--- src/rtl/oep_pkg.sv ---
// Shared types for the OUT endpoint FIFO.
// Assumes: nothing beyond IEEE 1800-2017.
package oep_pkg;
    // Commit event produced by the receive side in the cycle of a good end strobe.
    typedef struct packed {
        logic fire;       // a good packet is committed on this edge
        logic short_pkt;  // its length is below the maximum packet size
    } commit_t;
endpackage

--- src/rtl/oep_store.sv ---
// Byte storage: one synchronous write port, one asynchronous read port.
// Assumes: the reader never addresses a location outside the committed region,
// so the contents need no reset.
module oep_store #(
    parameter int DW    = 8,
    parameter int DEPTH = 32,
    parameter int AW    = $clog2(DEPTH)
) (
    input  logic          clk,
    input  logic          we,
    input  logic [AW-1:0] waddr,
    input  logic [DW-1:0] wdata,
    input  logic [AW-1:0] raddr,
    output logic [DW-1:0] rdata
);
    logic [DW-1:0] mem [DEPTH];

    // Write one received byte.
    always_ff @(posedge clk) begin
        if (we) mem[waddr] <= wdata;
    end

    assign rdata = mem[raddr];
endmodule

--- src/rtl/oep_rx_ctrl.sv ---
// Receive side: stages packet bytes behind a speculative pointer and commits or
// rewinds it on the end strobe. Produces NAK for lock or low space.
// Assumes: rx_start, rx_valid and rx_end are never high in the same cycle
// (rx_start wins, then rx_valid); pointers carry one wrap bit.
module oep_rx_ctrl
    import oep_pkg::*;
#(
    parameter int DW     = 8,
    parameter int DEPTH  = 32,
    parameter int MAXPKT = 8,
    parameter int AW     = $clog2(DEPTH),
    parameter int PW     = AW + 1
) (
    input  logic          clk,
    input  logic          rst_n,
    input  logic          rx_start,
    input  logic          rx_valid,
    input  logic [DW-1:0] rx_data,
    input  logic          rx_end,
    input  logic          rx_good,
    input  logic [PW-1:0] rd_ptr,
    input  logic          eot_flag,
    output logic          nak,
    output logic          we,
    output logic [AW-1:0] waddr,
    output logic [DW-1:0] wdata,
    output logic [PW-1:0] com_ptr,
    output commit_t       commit
);
    localparam int LW = $clog2(MAXPKT + 1);
    localparam logic [LW-1:0] LEN_MAX = LW'(MAXPKT);
    localparam logic [PW:0]   MAX_W   = (PW+1)'(MAXPKT);
    localparam logic [PW:0]   DEPTH_W = (PW+1)'(DEPTH);

    logic [PW-1:0] spec_ptr;
    logic [PW-1:0] com_q;
    logic [LW-1:0] len;
    logic          active;
    logic [PW-1:0] used;
    logic          space_low;
    logic          end_now;

    // Low-space test: would a full packet exceed the free room?
    always_comb begin
        used      = com_q - rd_ptr;
        space_low = ({1'b0, used} + MAX_W) > DEPTH_W;
    end

    assign nak     = eot_flag | space_low;
    assign we      = active & rx_valid & ~rx_start & (len != LEN_MAX);
    assign waddr   = spec_ptr[AW-1:0];
    assign wdata   = rx_data;
    assign com_ptr = com_q;
    assign end_now = active & rx_end & ~rx_start & ~rx_valid;
    assign commit.fire      = end_now & rx_good;
    assign commit.short_pkt = len != LEN_MAX;

    // Track packet acceptance, staging pointer, length and commit pointer.
    always_ff @(posedge clk) begin
        if (!rst_n) begin
            active   <= 1'b0;
            spec_ptr <= '0;
            com_q    <= '0;
            len      <= '0;
        end else if (rx_start) begin
            active   <= ~nak;
            spec_ptr <= com_q;
            len      <= '0;
        end else if (we) begin
            spec_ptr <= spec_ptr + 1'b1;
            len      <= len + 1'b1;
        end else if (end_now) begin
            active <= 1'b0;
            len    <= '0;
            if (rx_good) com_q    <= spec_ptr;
            else         spec_ptr <= com_q;
        end
    end
endmodule

--- src/rtl/oep_rd_port.sv ---
// CPU read side: pops committed bytes one per request and reports the count.
// Assumes: com_ptr only moves forward and never passes rd_ptr by more than DEPTH.
module oep_rd_port #(
    parameter int DW = 8,
    parameter int AW = 5,
    parameter int PW = AW + 1
) (
    input  logic          clk,
    input  logic          rst_n,
    input  logic          rd_en,
    input  logic [PW-1:0] com_ptr,
    input  logic [DW-1:0] mem_q,
    output logic [AW-1:0] raddr,
    output logic [PW-1:0] rd_ptr,
    output logic [PW-1:0] count,
    output logic [DW-1:0] rd_data
);
    assign count = com_ptr - rd_ptr;
    assign raddr = rd_ptr[AW-1:0];

    // Pop a byte, or return zero from an empty region without moving.
    always_ff @(posedge clk) begin
        if (!rst_n) begin
            rd_ptr  <= '0;
            rd_data <= '0;
        end else if (rd_en) begin
            if (count != '0) begin
                rd_data <= mem_q;
                rd_ptr  <= rd_ptr + 1'b1;
            end else begin
                rd_data <= '0;
            end
        end
    end
endmodule

--- src/rtl/oep_flags.sv ---
// Packet and transfer completion flags with the count-read clear interlock.
// Assumes: a commit cannot arrive while the transfer flag is set (NAK holds it off).
module oep_flags
    import oep_pkg::*;
(
    input  logic    clk,
    input  logic    rst_n,
    input  commit_t commit,
    input  logic    pkt_clr,
    input  logic    count_rd,
    input  logic    xfer_clr,
    output logic    pkt_flag,
    output logic    xfer_flag
);
    logic armed;

    // Packet flag: set by a commit, which wins over a clear.
    always_ff @(posedge clk) begin
        if (!rst_n) pkt_flag <= 1'b0;
        else        pkt_flag <= commit.fire | (pkt_flag & ~pkt_clr);
    end

    // Transfer flag: set by a short commit, cleared only after a count read.
    always_ff @(posedge clk) begin
        if (!rst_n) begin
            xfer_flag <= 1'b0;
            armed     <= 1'b0;
        end else if (commit.fire && commit.short_pkt) begin
            xfer_flag <= 1'b1;
            armed     <= 1'b0;
        end else if (xfer_flag && xfer_clr && armed) begin
            xfer_flag <= 1'b0;
            armed     <= 1'b0;
        end else if (xfer_flag && count_rd) begin
            armed <= 1'b1;
        end
    end
endmodule

--- src/rtl/oep_out_fifo.sv ---
// Top of the OUT endpoint FIFO: storage, receive staging, CPU read port and flags.
// Assumes: one packet in flight at a time; the engine samples rx_nak when it
// decides whether to start a packet.
module oep_out_fifo
    import oep_pkg::*;
#(
    parameter int DW     = 8,
    parameter int DEPTH  = 32,
    parameter int MAXPKT = 8,
    parameter int AW     = $clog2(DEPTH)
) (
    input  logic          clk,
    input  logic          rst_n,
    input  logic          rx_start,
    input  logic          rx_valid,
    input  logic [DW-1:0] rx_data,
    input  logic          rx_end,
    input  logic          rx_good,
    output logic          rx_nak,
    input  logic          rd_en,
    output logic [DW-1:0] rd_data,
    output logic [AW:0]   byte_count,
    input  logic          count_rd,
    output logic          pkt_flag,
    input  logic          pkt_clr,
    output logic          xfer_flag,
    input  logic          xfer_clr
);
    localparam int PW = AW + 1;

    logic          we;
    logic [AW-1:0] waddr;
    logic [DW-1:0] wdata;
    logic [AW-1:0] raddr;
    logic [DW-1:0] mem_q;
    logic [PW-1:0] com_ptr;
    logic [PW-1:0] rd_ptr;
    commit_t       commit;

    oep_store #(.DW(DW), .DEPTH(DEPTH), .AW(AW)) u_store (
        .clk(clk), .we(we), .waddr(waddr), .wdata(wdata),
        .raddr(raddr), .rdata(mem_q)
    );

    oep_rx_ctrl #(.DW(DW), .DEPTH(DEPTH), .MAXPKT(MAXPKT), .AW(AW), .PW(PW)) u_rx (
        .clk(clk), .rst_n(rst_n), .rx_start(rx_start), .rx_valid(rx_valid),
        .rx_data(rx_data), .rx_end(rx_end), .rx_good(rx_good), .rd_ptr(rd_ptr),
        .eot_flag(xfer_flag), .nak(rx_nak), .we(we), .waddr(waddr),
        .wdata(wdata), .com_ptr(com_ptr), .commit(commit)
    );

    oep_rd_port #(.DW(DW), .AW(AW), .PW(PW)) u_rd (
        .clk(clk), .rst_n(rst_n), .rd_en(rd_en), .com_ptr(com_ptr),
        .mem_q(mem_q), .raddr(raddr), .rd_ptr(rd_ptr), .count(byte_count),
        .rd_data(rd_data)
    );

    oep_flags u_flags (
        .clk(clk), .rst_n(rst_n), .commit(commit), .pkt_clr(pkt_clr),
        .count_rd(count_rd), .xfer_clr(xfer_clr), .pkt_flag(pkt_flag),
        .xfer_flag(xfer_flag)
    );
endmodule

--- config.mk ---
export PLATFORM = sky130hd
export DESIGN_NAME = oep_out_fifo
export DESIGN_NICKNAME = d
export VERILOG_FILES = /design/src/rtl/oep_pkg.sv /design/src/rtl/oep_store.sv /design/src/rtl/oep_rx_ctrl.sv /design/src/rtl/oep_rd_port.sv /design/src/rtl/oep_flags.sv /design/src/rtl/oep_out_fifo.sv
export SDC_FILE = /design/constraint.sdc
export NUM_CORES = 1
export LEC_CHECK = 0
export BUFFER_PORTS_ARGS = -buffer_cell sky130_fd_sc_hd__buf_4
export CAP_MARGIN = 20
export CORE_ASPECT_RATIO = 1.5
export CORE_MARGIN = 2
export CORE_UTILIZATION = 50
export DETAILED_ROUTE_END_ITERATION = 6
export PLACE_DENSITY = 0.69
export SYNTH_ARGS = -nofsm -noshare
export SYNTH_HDL_FRONTEND = slang
export SYNTH_HIERARCHICAL = 1
export SYNTH_SLANG_ARGS = --single-unit
--- constraint.sdc ---
create_clock -name clk -period 2.54 [get_ports clk]
set_input_delay 0.254 -clock clk [delete_from_list [all_inputs] [get_ports clk]]
set_output_delay 0.254 -clock clk [all_outputs]
set_load 0.02 [all_outputs]
==> results of run 1 <==
-- registers in the layout, indices dropped and copies added, names as in the netlist --
register,count
u_store/mem,256
u_rd/rd_data,8
u_rd/rd_ptr,6
u_rx/com_ptr,6
u_rx/spec_ptr,6
u_rx/len,4
u_flags/armed,1
u_flags/pkt_flag,1
u_flags/xfer_flag,1
u_rx/active,1
-- stage by stage --
stage | setup TNS (ns) | instance area, um^2 | utilization, % | hold slack (ns) | cells
floorplan | -0.0883 | 12300 | - | 0.372 | 684
global placement | -0.0423 | 13200 | 54.4 | 0.513 | 1057
detailed placement | -0.205 | 13200 | 54.4 | 0.512 | 1057
CTS | -1.08 | 14100 | 58.3 | 0.0163 | 1110
global route | -1.72 | 14300 | 58.9 | 0.0311 | 1114
finish | -0.705 | 14300 | 58.9 | 0.0345 | 1114
-- timing repair --
action                                  CTS  global route
setup buffers                             6             6
pin swaps                                14            14
endpoints found under the setup margin    5            17
hold endpoints to repair                  1             0
gates cloned                              0             0
hold buffers                              1             0
gates resized for setup                  19            25
-- kinds of logic (layout without fill, tap and decap cells) --
| group | after synthesis | after routing | share of synthesized area [%] |
|---|---|---|---|
| flops | 290 | 290 | 68.4 |
| simple gates | 143 | 143 | 6.16 |
| mux | 101 | 101 | 16.5 |
| buf+inv | 74 | 180 | 3.31 |
| compound gates | 44 | 44 | 2.61 |
| fa+ha+maj | 17 | 17 | 1.86 |
| xor+xnor | 15 | 15 | 1.14 |
-- power by group through the flow --
stage          combinational (mW)  sequential [mW]  clock [mW]
4_1_cts                      2.13             5.27        3.86
3_5_place_dp                 2.03             5.37           0
6_report                     2.26             5.28        3.76
2_1_floorplan                1.34             5.39           0
5_1_grt                      2.42             5.28        4.00
3_3_place_gp                 1.99             5.37           0
-- layer usage --
metal  share of wire (%)  wire [um]  up-vias  global-route usage (%)
met3                 3.2        784       39                    2.18
met2                  55      13600      149                    36.0
met4                 3.0        734        0                    6.60
li1                    -          -     2840                       -
met1                  39       9530     3287                    23.7
met5                   0          0        -                       0
-- worst min-delay path: stages --
cell	delay, ns
buf_4	0.08
a21bo_1	0.12
a21boi_2	0.05
-- placed cells by master (no fill, tap or decap), types with 4 or more instances in the layout --
cell         n
a21oi_1      5
nor2_1      51
mux2_2       8
o22ai_1      4
nor2b_1      4
clkbuf_1     6
mux4_2      80
clkinv_1     4
nand3b_1     8
edfxtp_1   256
nand3_1     12
inv_1       23
clkbuf_16   27
mux2i_1     12
buf_4       92
buf_6        6
o22ai_2      6
xnor2_1      7
ha_1        10
buf_12       7
dfxtp_1     30
and2_1      10
nand2_1     24
xor2_1       4
clkinv_2     4
-- area by class of cell --
class	count	area, um^2	area share [%]
tap	324	405	2.84
clock buffer	33	698	4.88
clock inverter	14	126	0.884
multi-input combinational	320	3660	25.6
inverter	25	93.8	0.656
timing repair buffer	108	938	6.56
sequential	290	8380	58.6
-- worst max path at each step --
stage / endpoint
2_1_floorplan: rx_nak
3_3_place_gp: rx_nak
3_5_place_dp: rx_nak
4_1_cts: rx_nak
5_1_grt: rx_nak
6_report: rx_nak
==> reports/metrics.yaml, run 1 <==
placed_design:
  post-place-ws_ns: -0.122
  hpwlAfterDp_um: 16500
  gp_congestion: 0.808
  portBuffers: 34
grt:
  grt_pass1_vias: 6711
  track_usage_pct: 19.5
  grt_max_degree: 68
  grt_pass1_wl_um: 38300
  grt.overflow.total: 0
  grt_antenna_before_repair: 0
floorplan:
  rows: 70
  dieWidth_um: 132
  dieArea_um2: 25800
  die_h_um: 196
  io-pin-count: 35
  start_util_pct: 50.4
  fp.coreArea_um2: 24300
logic_synthesis:
  synth_area_leader_cell: "edfxtp_1"
  synth_fp_nets: 719
  synthTopCellsByArea: "edfxtp_1 63%, mux4_2 15%, dfxtp_1 5.6%, nor2_1 1.6%, buf_4 1.5%"
  ys_seq_area_share_pct: 68.4
  synth_cells: 684
  synth-seq-cells: 290
  syn_area_um2: 12200
  yosysUniqueCellTypes: 63
  synth_edf_count: 256
  synth_common_cells: "256 x edfxtp_1, 80 x mux4_2, 52 x nor2_1, 34 x dfxtp_1"
  async_flop_share_pct: 0
  ys.flop_type: "edfxtp_1"
  synth.avg_cell_area_um2: 17.9
  synth_top_area_share_pct: 62.8
  yosysWarnings: 6
  yosysMostFrequentCell: "edfxtp_1"
power_and_ir_drop:
  power_switching_mw: 2.69
  power_density_nw_per_um2: 790
  pwr-share-clk_pct: 33.3
  vdd_ir_drop_max_v: 0.000469
  pwr-share-comb_pct: 20.0
  total_power_mw: 11.3
  power.leakage_nw: 4.65
  seqPwrFrac_pct: 46.7
  internal-power_mw: 8.60
  swShare_pct: 23.8
setup_path:
  worstSetupStartpointType: "flip-flop"
  cp_max_fo: 4
  required_ns: 2.29
  timing.critical_path.buf_inv: 1
  crit_chain: "ha_4 -> fa_2 -> nand2b_4 -> a21oi_2 -> xor2_1 -> ha_2 -> xor2_2 -> a21o_1 -> a22oi_2 -> a311o_1 -> buf_6"
  r2r_cells: 13
  rrSetupSlack_ns: -0.07
  r2r-start: "u_rx/com_ptr[0]$_SDFFE_PN0P_"
  crit_cells: 11
  cpMaxStageDelayCell: "dfxtp_4"
  worstPathArrival_ns: 2.89
  cp_top_family: "adder cells"
  crit_type: "reg -> out"
  slowest_delay_ns: 0.38
  r2r-end: "u_rd/rd_ptr[5]$_SDFFE_PN0P_"
  crit_path_end_kind: "output pin"
  crit_start: "u_rd/rd_ptr[0]$_SDFFE_PN0P_"
sta:
  fmax_ghz: 0.318
  period_needed_ns: 3.14
  rsz0062_at_grt: "true"
  finalHoldViolations: 0
  final-setup-viol-count: 3
  slew_violations: 0
  finClkSkew_ns: 0.0152
  maxSlewHeadroom_pct: 66.5
  final.setup.worst_slack_ns: -0.602
  tightest_slew_ns: 0.502
  fin_crit_sh_pct: 124
min_path:
  hold_path.class: "in -> reg"
  hp-start: "xfer_clr"
  whs_path_depth: 3
  hold_end: "u_flags/xfer_flag$_SDFFE_PN0P_"
clock_network:
  clkSinkCount: 290
  cts_made_buffers: 26
  clk_pin_slew_ns: 0.07
  clk_path_buf_depth: 3
  h-tree-depth: 1
  cts-root-buf: "clkbuf_16"
  clock_latency_ns: 0.53
  cts_tree: "built"
finish:
  final_nets: 806
  area_growth_syn_to_layout_pct: 16.9
  diodes: 0
  drive_above_1_share_pct: 35.7
  fill_cells: 1793
status:
  status: "complete, but fails checks"
  violations: "negative setup slack"
route:
  ant_nets: 0
  first_iter_violations: 493
  vias_per_cell: 5.67
  wl_per_cell_um: 22.1
  dr.pass1.iters: 5
  routed_wl_um: 24600
  post-route-drc-count: 0
  via_count: 6315
run:
  cap_violations: 0
No activity file was read; power rests on OpenSTA's default activity.
==> inputs of run 2 (changes only) <==
--- a/config.mk
+++ b/config.mk
@@ -12,6 +12,7 @@
 export CORE_UTILIZATION = 50
 export DETAILED_ROUTE_END_ITERATION = 6
 export PLACE_DENSITY = 0.69
+export SKIP_CTS_REPAIR_TIMING = 1
 export SYNTH_ARGS = -nofsm -noshare
 export SYNTH_HDL_FRONTEND = slang
 export SYNTH_HIERARCHICAL = 1
==> run 2 against run 1 <==
Effect of this change:
- the flow still finishes with violations (negative setup slack)
- core utilization fell by 0.42 points
- clock skew barely moved
- die area did not move
- hold slack barely moved
- register-to-register slack barely moved
- global-route usage fell by 0.19 points
- design area fell by 0.72%
- sequential power barely moved
- final cell count fell by 0.27%
- clock-buffer cell count did not move
- setup slack got worse by 0.014 ns
- critical path type unchanged
==> reports/metrics.yaml, run 2 (synthesis gave the netlist of run 1 again) <==
sta:
  rsz0062_at_grt: "true"  # unchanged
  fin_crit_sh_pct: 124  # about the same
  finalHoldViolations: 0  # unchanged
  fmax_ghz: 0.317  # was 0.318 GHz
  finClkSkew_ns: 0.0150  # was 0.0152 ns
  tightest_slew_ns: 0.507  # was 0.502 ns
  final-setup-viol-count: 4  # was 3
  maxSlewHeadroom_pct: 66.1  # was 66.5%
  slew_violations: 0  # unchanged
  period_needed_ns: 3.16  # was 3.14 ns
  final.setup.worst_slack_ns: -0.617  # was -0.602 ns
floorplan:
  io-pin-count: 35  # unchanged
  fp.coreArea_um2: 24300  # unchanged
  dieWidth_um: 132  # unchanged
  die_h_um: 196  # unchanged
  rows: 70  # unchanged
  start_util_pct: 50.4  # unchanged
  dieArea_um2: 25800  # unchanged
placed_design:
  post-place-ws_ns: -0.122  # unchanged
  portBuffers: 34  # unchanged
  hpwlAfterDp_um: 16500  # unchanged
  dpl.cell_count: 1057  # unchanged
  gp_congestion: 0.808  # unchanged
  place_area_um2: 13200  # unchanged
setup_path:
  timing.critical_path.buf_inv: 1  # unchanged
  required_ns: 2.29  # about the same
  worstSetupStartpointType: "flip-flop"  # unchanged
  cp_max_fo: 4  # unchanged
  crit_path_end_kind: "output pin"  # unchanged
  crit_type: "reg -> out"  # unchanged
  worstPathArrival_ns: 2.90  # was 2.89 ns
  cpMostUsedCell: "ha_2"
  slowest_delay_ns: 0.37  # was 0.38 ns
  cp_top_family: "adder cells"  # unchanged
  crit_chain: "ha_2 -> fa_2 -> nand2b_4 -> a21oi_2 -> xor2_1 -> ha_2 -> xor2_2 -> a21o_1 -> a22oi_2 -> a311o_1 -> buf_6"  # was ha_4 -> fa_2 -> nand2b_4 -> a21oi_2 -> xor2_1 -> ha_2 -> xor2_2 -> a21o_1 -> a22oi_2 -> a311o_1 -> buf_6
  cpMaxStageDelayCell: "dfxtp_4"  # unchanged
grt:
  grt_max_degree: 68  # unchanged
  grt_antenna_before_repair: 0  # unchanged
  grt_pass1_wl_um: 38000  # was 38300 um
  grt_pass1_vias: 6656  # was 6711
  track_usage_pct: 19.3  # was 19.5%
  grt.overflow.total: 0  # unchanged
clock_network:
  clkSinkCount: 290  # unchanged
  clock_latency_ns: 0.53  # about the same
  clk_pin_slew_ns: 0.06  # was 0.07 ns
  cts-root-buf: "clkbuf_16"  # unchanged
  h-tree-depth: 1  # unchanged
  clk_path_buf_depth: 3  # unchanged
  cts_made_buffers: 26  # unchanged
  cts_tree: "built"  # unchanged
finish:
  utilization_pct: 58.5  # was 58.9%
  diodes: 0  # unchanged
  reg_top3: "u_store/mem (256), u_rd/rd_data (8)"  # unchanged
  final_common_cell: "edfxtp_1"  # unchanged
  area_growth_syn_to_layout_pct: 16.0  # was 16.9%
  fill_cells: 1791  # was 1793
  drive_above_1_share_pct: 34.7  # was 35.7%
  final_nets: 803  # was 806
  largest_register: "u_store/mem"  # unchanged
  largest_reg_flops: 256  # unchanged
  layoutNonFillerInstCount: 1111  # was 1114
  final_cell_mix: "256 x edfxtp_1, 93 x buf_4, 80 x mux4_2"  # was 256 x edfxtp_1, 92 x buf_4, 80 x mux4_2
  final_area_um2: 14200  # was 14300 um^2
power_and_ir_drop:
  total_power_mw: 11.2  # was 11.3 mW
  power.leakage_nw: 4.61  # was 4.65 nW
  power_density_nw_per_um2: 789  # was 790 nW/um^2
  vdd_ir_drop_max_v: 0.000470  # was 0.000469 V
route:
  via_count: 6310  # was 6315
  vias_per_cell: 5.68  # was 5.67
  dr.pass1.iters: 6  # was 5
  wl_per_cell_um: 22.1  # about the same
  routed_wl_um: 24500  # was 24600 um
  post-route-drc-count: 0  # unchanged
  first_iter_violations: 482  # was 493
  ant_nets: 0  # unchanged
run:
  cap_violations: 0  # unchanged
min_path:
  hold_path.class: "in -> reg"  # unchanged
status:
  status: "complete, but fails checks"  # unchanged
  violations: "negative setup slack"  # unchanged
## run 2: changes by cell type in the layout (fill, tap and decap cells not counted), sizes merged
cell  change
buf       -3
## run 2: final cells by class
cell class	instances	area, um^2	area share (%)
multi-input cells	320	3600	25.4
flip-flops and latches	290	8380	59.0
inverters	25	93.8	0.661
clock buffers	33	698	4.92
clock inverters	14	126	0.890
well taps	324	405	2.86
repair buffers	105	893	6.29
## run 2: metrics by stage
step,TNS [ns],hold WS [ns]
finish,-0.779,0.0342
global route,-2.09,0.0314
CTS,-1.15,-0.0395
detailed placement,-0.205,0.512
global placement,-0.0423,0.513
floorplan,-0.0883,0.372
## run 2: path summary, 6_finish.rpt
kind	from	to	slack [ns]	cells after the start
worst max-delay path	u_rd/rd_ptr[0]$_SDFFE_PN0P_	rx_nak	-0.62	11
worst min-delay path	xfer_clr	u_flags/xfer_flag$_SDFFE_PN0P_	0.03	3
worst max register to register	u_rx/com_ptr[0]$_SDFFE_PN0P_	u_rd/rd_ptr[5]$_SDFFE_PN0P_	-0.07	12
worst min register to register	u_rx/spec_ptr[5]$_SDFFE_PN0P_	u_rx/com_ptr[5]$_SDFFE_PN0P_	0.56	2
## run 2: power breakdown
group          internal, mW  switching, mW  leakage, nW
Clock                  2.15           1.61        0.395
Sequential             5.23         0.0411         2.58
Combinational          1.17           1.01         1.64
Total                  8.55           2.66         4.61
## run 2: layer usage
| metal | up-vias | routed length, um | global-route usage [%] |
|---|---|---|---|
| li1 | 2840 | - | - |
| met4 | 0 | 744 | 6.60 |
| met1 | 3293 | 9520 | 23.4 |
| met5 | - | 0 | 0 |
| met2 | 137 | 13500 | 35.7 |
| met3 | 40 | 753 | 2.18 |
## run 2: worst min-delay path: stages
cell and delay [ns]:
buf_4 0.08, a21bo_1 0.12, a21boi_2 0.05
==> inputs of run 3 (changes only) <==
--- a/config.mk
+++ b/config.mk
@@ -10,8 +10,9 @@
 export CORE_ASPECT_RATIO = 1.5
 export CORE_MARGIN = 2
 export CORE_UTILIZATION = 50
+export CTS_CLUSTER_DIAMETER = 200
 export DETAILED_ROUTE_END_ITERATION = 6
-export PLACE_DENSITY = 0.69
+export PLACE_DENSITY = 0.66
 export SKIP_CTS_REPAIR_TIMING = 1
 export SYNTH_ARGS = -nofsm -noshare
 export SYNTH_HDL_FRONTEND = slang
==> run 3 against run 2 <==
Effect of this change:
- register-to-register slack worse by 0.06 ns
- the flow still finishes with violations (negative setup slack)
- combinational power up 12%
- first-iteration DRC count up 2.3%
- power up 2.0%
==> reports/metrics.yaml, run 3 (synthesis gave the netlist of run 1 again) <==
status:
  status: "complete, but fails checks"  # unchanged
  violations: "negative setup slack"  # unchanged
route:
  ant_nets: 0  # unchanged
  via_count: 6398  # was 6310
  wl_per_cell_um: 23.1  # was 22.1 um
  vias_per_cell: 5.74  # was 5.68
  routed_wl_um: 25700  # was 24500 um
  dr.pass1.iters: 4  # was 6
  first_iter_violations: 493  # was 482
  post-route-drc-count: 0  # unchanged
min_path:
  hp-start: "xfer_clr"  # unchanged
  hold_path.class: "in -> reg"  # unchanged
  whs_path_depth: 3  # unchanged
  hold_end: "u_flags/xfer_flag$_SDFFE_PN0P_"  # unchanged
sta:
  rsz0062_at_grt: "true"  # unchanged
  final.setup.worst_slack_ns: -0.612  # was -0.617 ns
  tightest_slew_ns: 0.626  # was 0.507 ns
  final-setup-viol-count: 10  # was 4
  maxSlewHeadroom_pct: 58.2  # was 66.1%
  fin_crit_sh_pct: 124  # about the same
  period_needed_ns: 3.15  # was 3.16 ns
  finClkSkew_ns: 0.0156  # was 0.0150 ns
  slew_violations: 0  # unchanged
  fmax_ghz: 0.317  # about the same
  finalHoldViolations: 0  # unchanged
grt:
  grt.busiest_layer: "met2"  # unchanged
  grt.overflow.total: 0  # unchanged
  track_usage_pct: 20.0  # was 19.3%
  grt_max_degree: 44  # was 68
  grt_antenna_before_repair: 0  # unchanged
  met2_usage_pct: 37.5  # was 35.7%
  use_met1_pct: 24.0  # was 23.4%
  grt_pass1_vias: 6746  # was 6656
  grt_pass1_wl_um: 39100  # was 38000 um
  grt_util_met3_pct: 2.41  # was 2.18%
floorplan:
  die_h_um: 196  # unchanged
  io-pin-count: 35  # unchanged
  start_util_pct: 50.4  # unchanged
  dieWidth_um: 132  # unchanged
  fp.coreArea_um2: 24300  # unchanged
  dieArea_um2: 25800  # unchanged
  rows: 70  # unchanged
clock_network:
  h-tree-depth: 1  # unchanged
  cts-root-buf: "clkbuf_16"  # unchanged
  cts_made_buffers: 26  # unchanged
  clock_latency_ns: 0.53  # about the same
  clk_pin_slew_ns: 0.07  # was 0.06 ns
  clk_path_buf_depth: 3  # unchanged
  clkSinkCount: 290  # unchanged
  cts_tree: "built"  # unchanged
finish:
  largest_register: "u_store/mem"  # unchanged
  final_common_cell: "edfxtp_1"  # unchanged
  area_growth_syn_to_layout_pct: 17.8  # was 16.0%
  final_nets: 808  # was 803
  reg_top3: "u_store/mem (256), u_rd/rd_data (8)"  # unchanged
  final_cell_mix: "256 x edfxtp_1, 90 x buf_4, 80 x mux4_2"  # was 256 x edfxtp_1, 93 x buf_4, 80 x mux4_2
  drive_above_1_share_pct: 36.5  # was 34.7%
  utilization_pct: 59.4  # was 58.5%
  diodes: 0  # unchanged
  largest_reg_flops: 256  # unchanged
power_and_ir_drop:
  total_power_mw: 11.4  # was 11.2 mW
  internal-power_mw: 8.70  # was 8.55 mW
  power_density_nw_per_um2: 793  # was 789 nW/um^2
  pwr-share-clk_pct: 32.7  # was 33.5%
  swShare_pct: 23.9  # was 23.7%
  power_switching_mw: 2.73  # was 2.66 mW
  vdd_ir_drop_max_v: 0.000589  # was 0.000470 V
  power.leakage_nw: 4.70  # was 4.61 nW
  pwr-share-comb_pct: 21.2  # was 19.4%
  seqPwrFrac_pct: 46.1  # was 47.1%
placed_design:
  portBuffers: 34  # unchanged
  hpwlAfterDp_um: 17000  # was 16500 um
  gp_congestion: 0.823  # was 0.808
run:
  cap_violations: 0  # unchanged
setup_path:
  required_ns: 2.29  # about the same
  crit_path_end_kind: "output pin"  # unchanged
  r2r_cells: 11  # was 12
  r2r-start: "u_rd/rd_ptr[0]$_SDFFE_PN0P_"  # was u_rx/com_ptr[0]$_SDFFE_PN0P_
  crit_type: "reg -> out"  # unchanged
  rrSetupSlack_ns: -0.13  # was -0.07 ns
  worstSetupStartpointType: "flip-flop"  # unchanged
  r2r-end: "u_rd/rd_ptr[5]$_SDFFE_PN0P_"  # unchanged
  worstPathArrival_ns: 2.90  # about the same
  cp_max_fo: 2  # was 4
==> run 3: worst max path at each step <==
stage                                            start                          end  slack [ns]  depth (start not counted)
after global routing      u_rx/com_ptr[0]$_SDFFE_PN0P_                       rx_nak       -0.74                         12
after floorplan            u_rd/rd_ptr[0]$_SDFFE_PN0P_                       rx_nak       -0.09                         11
final                     u_rx/com_ptr[0]$_SDFFE_PN0P_                       rx_nak       -0.61                         12
after detailed placement  u_rx/com_ptr[0]$_SDFFE_PN0P_  u_rd/rd_ptr[5]$_SDFFE_PN0P_       -0.10                         11
after CTS                 u_rx/com_ptr[0]$_SDFFE_PN0P_                       rx_nak       -0.65                         12
after global placement    u_rx/com_ptr[0]$_SDFFE_PN0P_                       rx_nak       -0.07                         12
==> run 3: power groups by stage <==
stage,combinational [mW],sequential [mW],clock (mW)
after detailed placement,1.98,5.38,0
after floorplan,1.34,5.39,0
after global routing,2.57,5.28,3.99
after CTS,1.99,5.27,3.81
final,2.42,5.27,3.74
after global placement,1.96,5.37,0
==> run 3: metrics by stage <==
step	area (um^2)	TNS [ns]	std cells	setup slack, ns	hold WS [ns]
after CTS	14000	-1.31	1098	-0.655	-0.0367
final	14400	-1.03	1114	-0.612	0.0345
after floorplan	12300	-0.0883	684	-0.0883	0.372
after detailed placement	13200	-0.379	1053	-0.104	0.512
after global placement	13200	-0.160	1053	-0.0731	0.512
after global routing	14400	-1.89	1114	-0.736	0.0285
==> run 3: worst max-delay path: stages, from the launching register on <==
cell and delay (ns):
dfxtp_2 0.32, inv_1 0.04, ha_2 0.18, fa_2 0.35, nand2b_4 0.15, a21oi_2 0.13, xor2_1 0.21, ha_2 0.23
xor2_2 0.14, a21o_1 0.11, a22oi_2 0.08, a311o_1 0.29, buf_6 0.14
==> run 3: area by class of cell <==
cell class                 instances  area [um^2]
timing repair buffer             110         1040
tap                              324          405
clock inverter                    10          101
sequential                       290         8380
multi-input combinational        320         3670
fill                            1749         9850
clock buffer                      35          706
inverter                          25         93.8
==> run 3: layer usage <==
| metal | up-vias | wire length, um |
|---|---|---|
| met1 | 3342 | 9610 |
| met5 | - | 0 |
| li1 | 2845 | - |
| met3 | 36 | 1100 |
| met4 | 0 | 708 |
| met2 | 175 | 14300 |
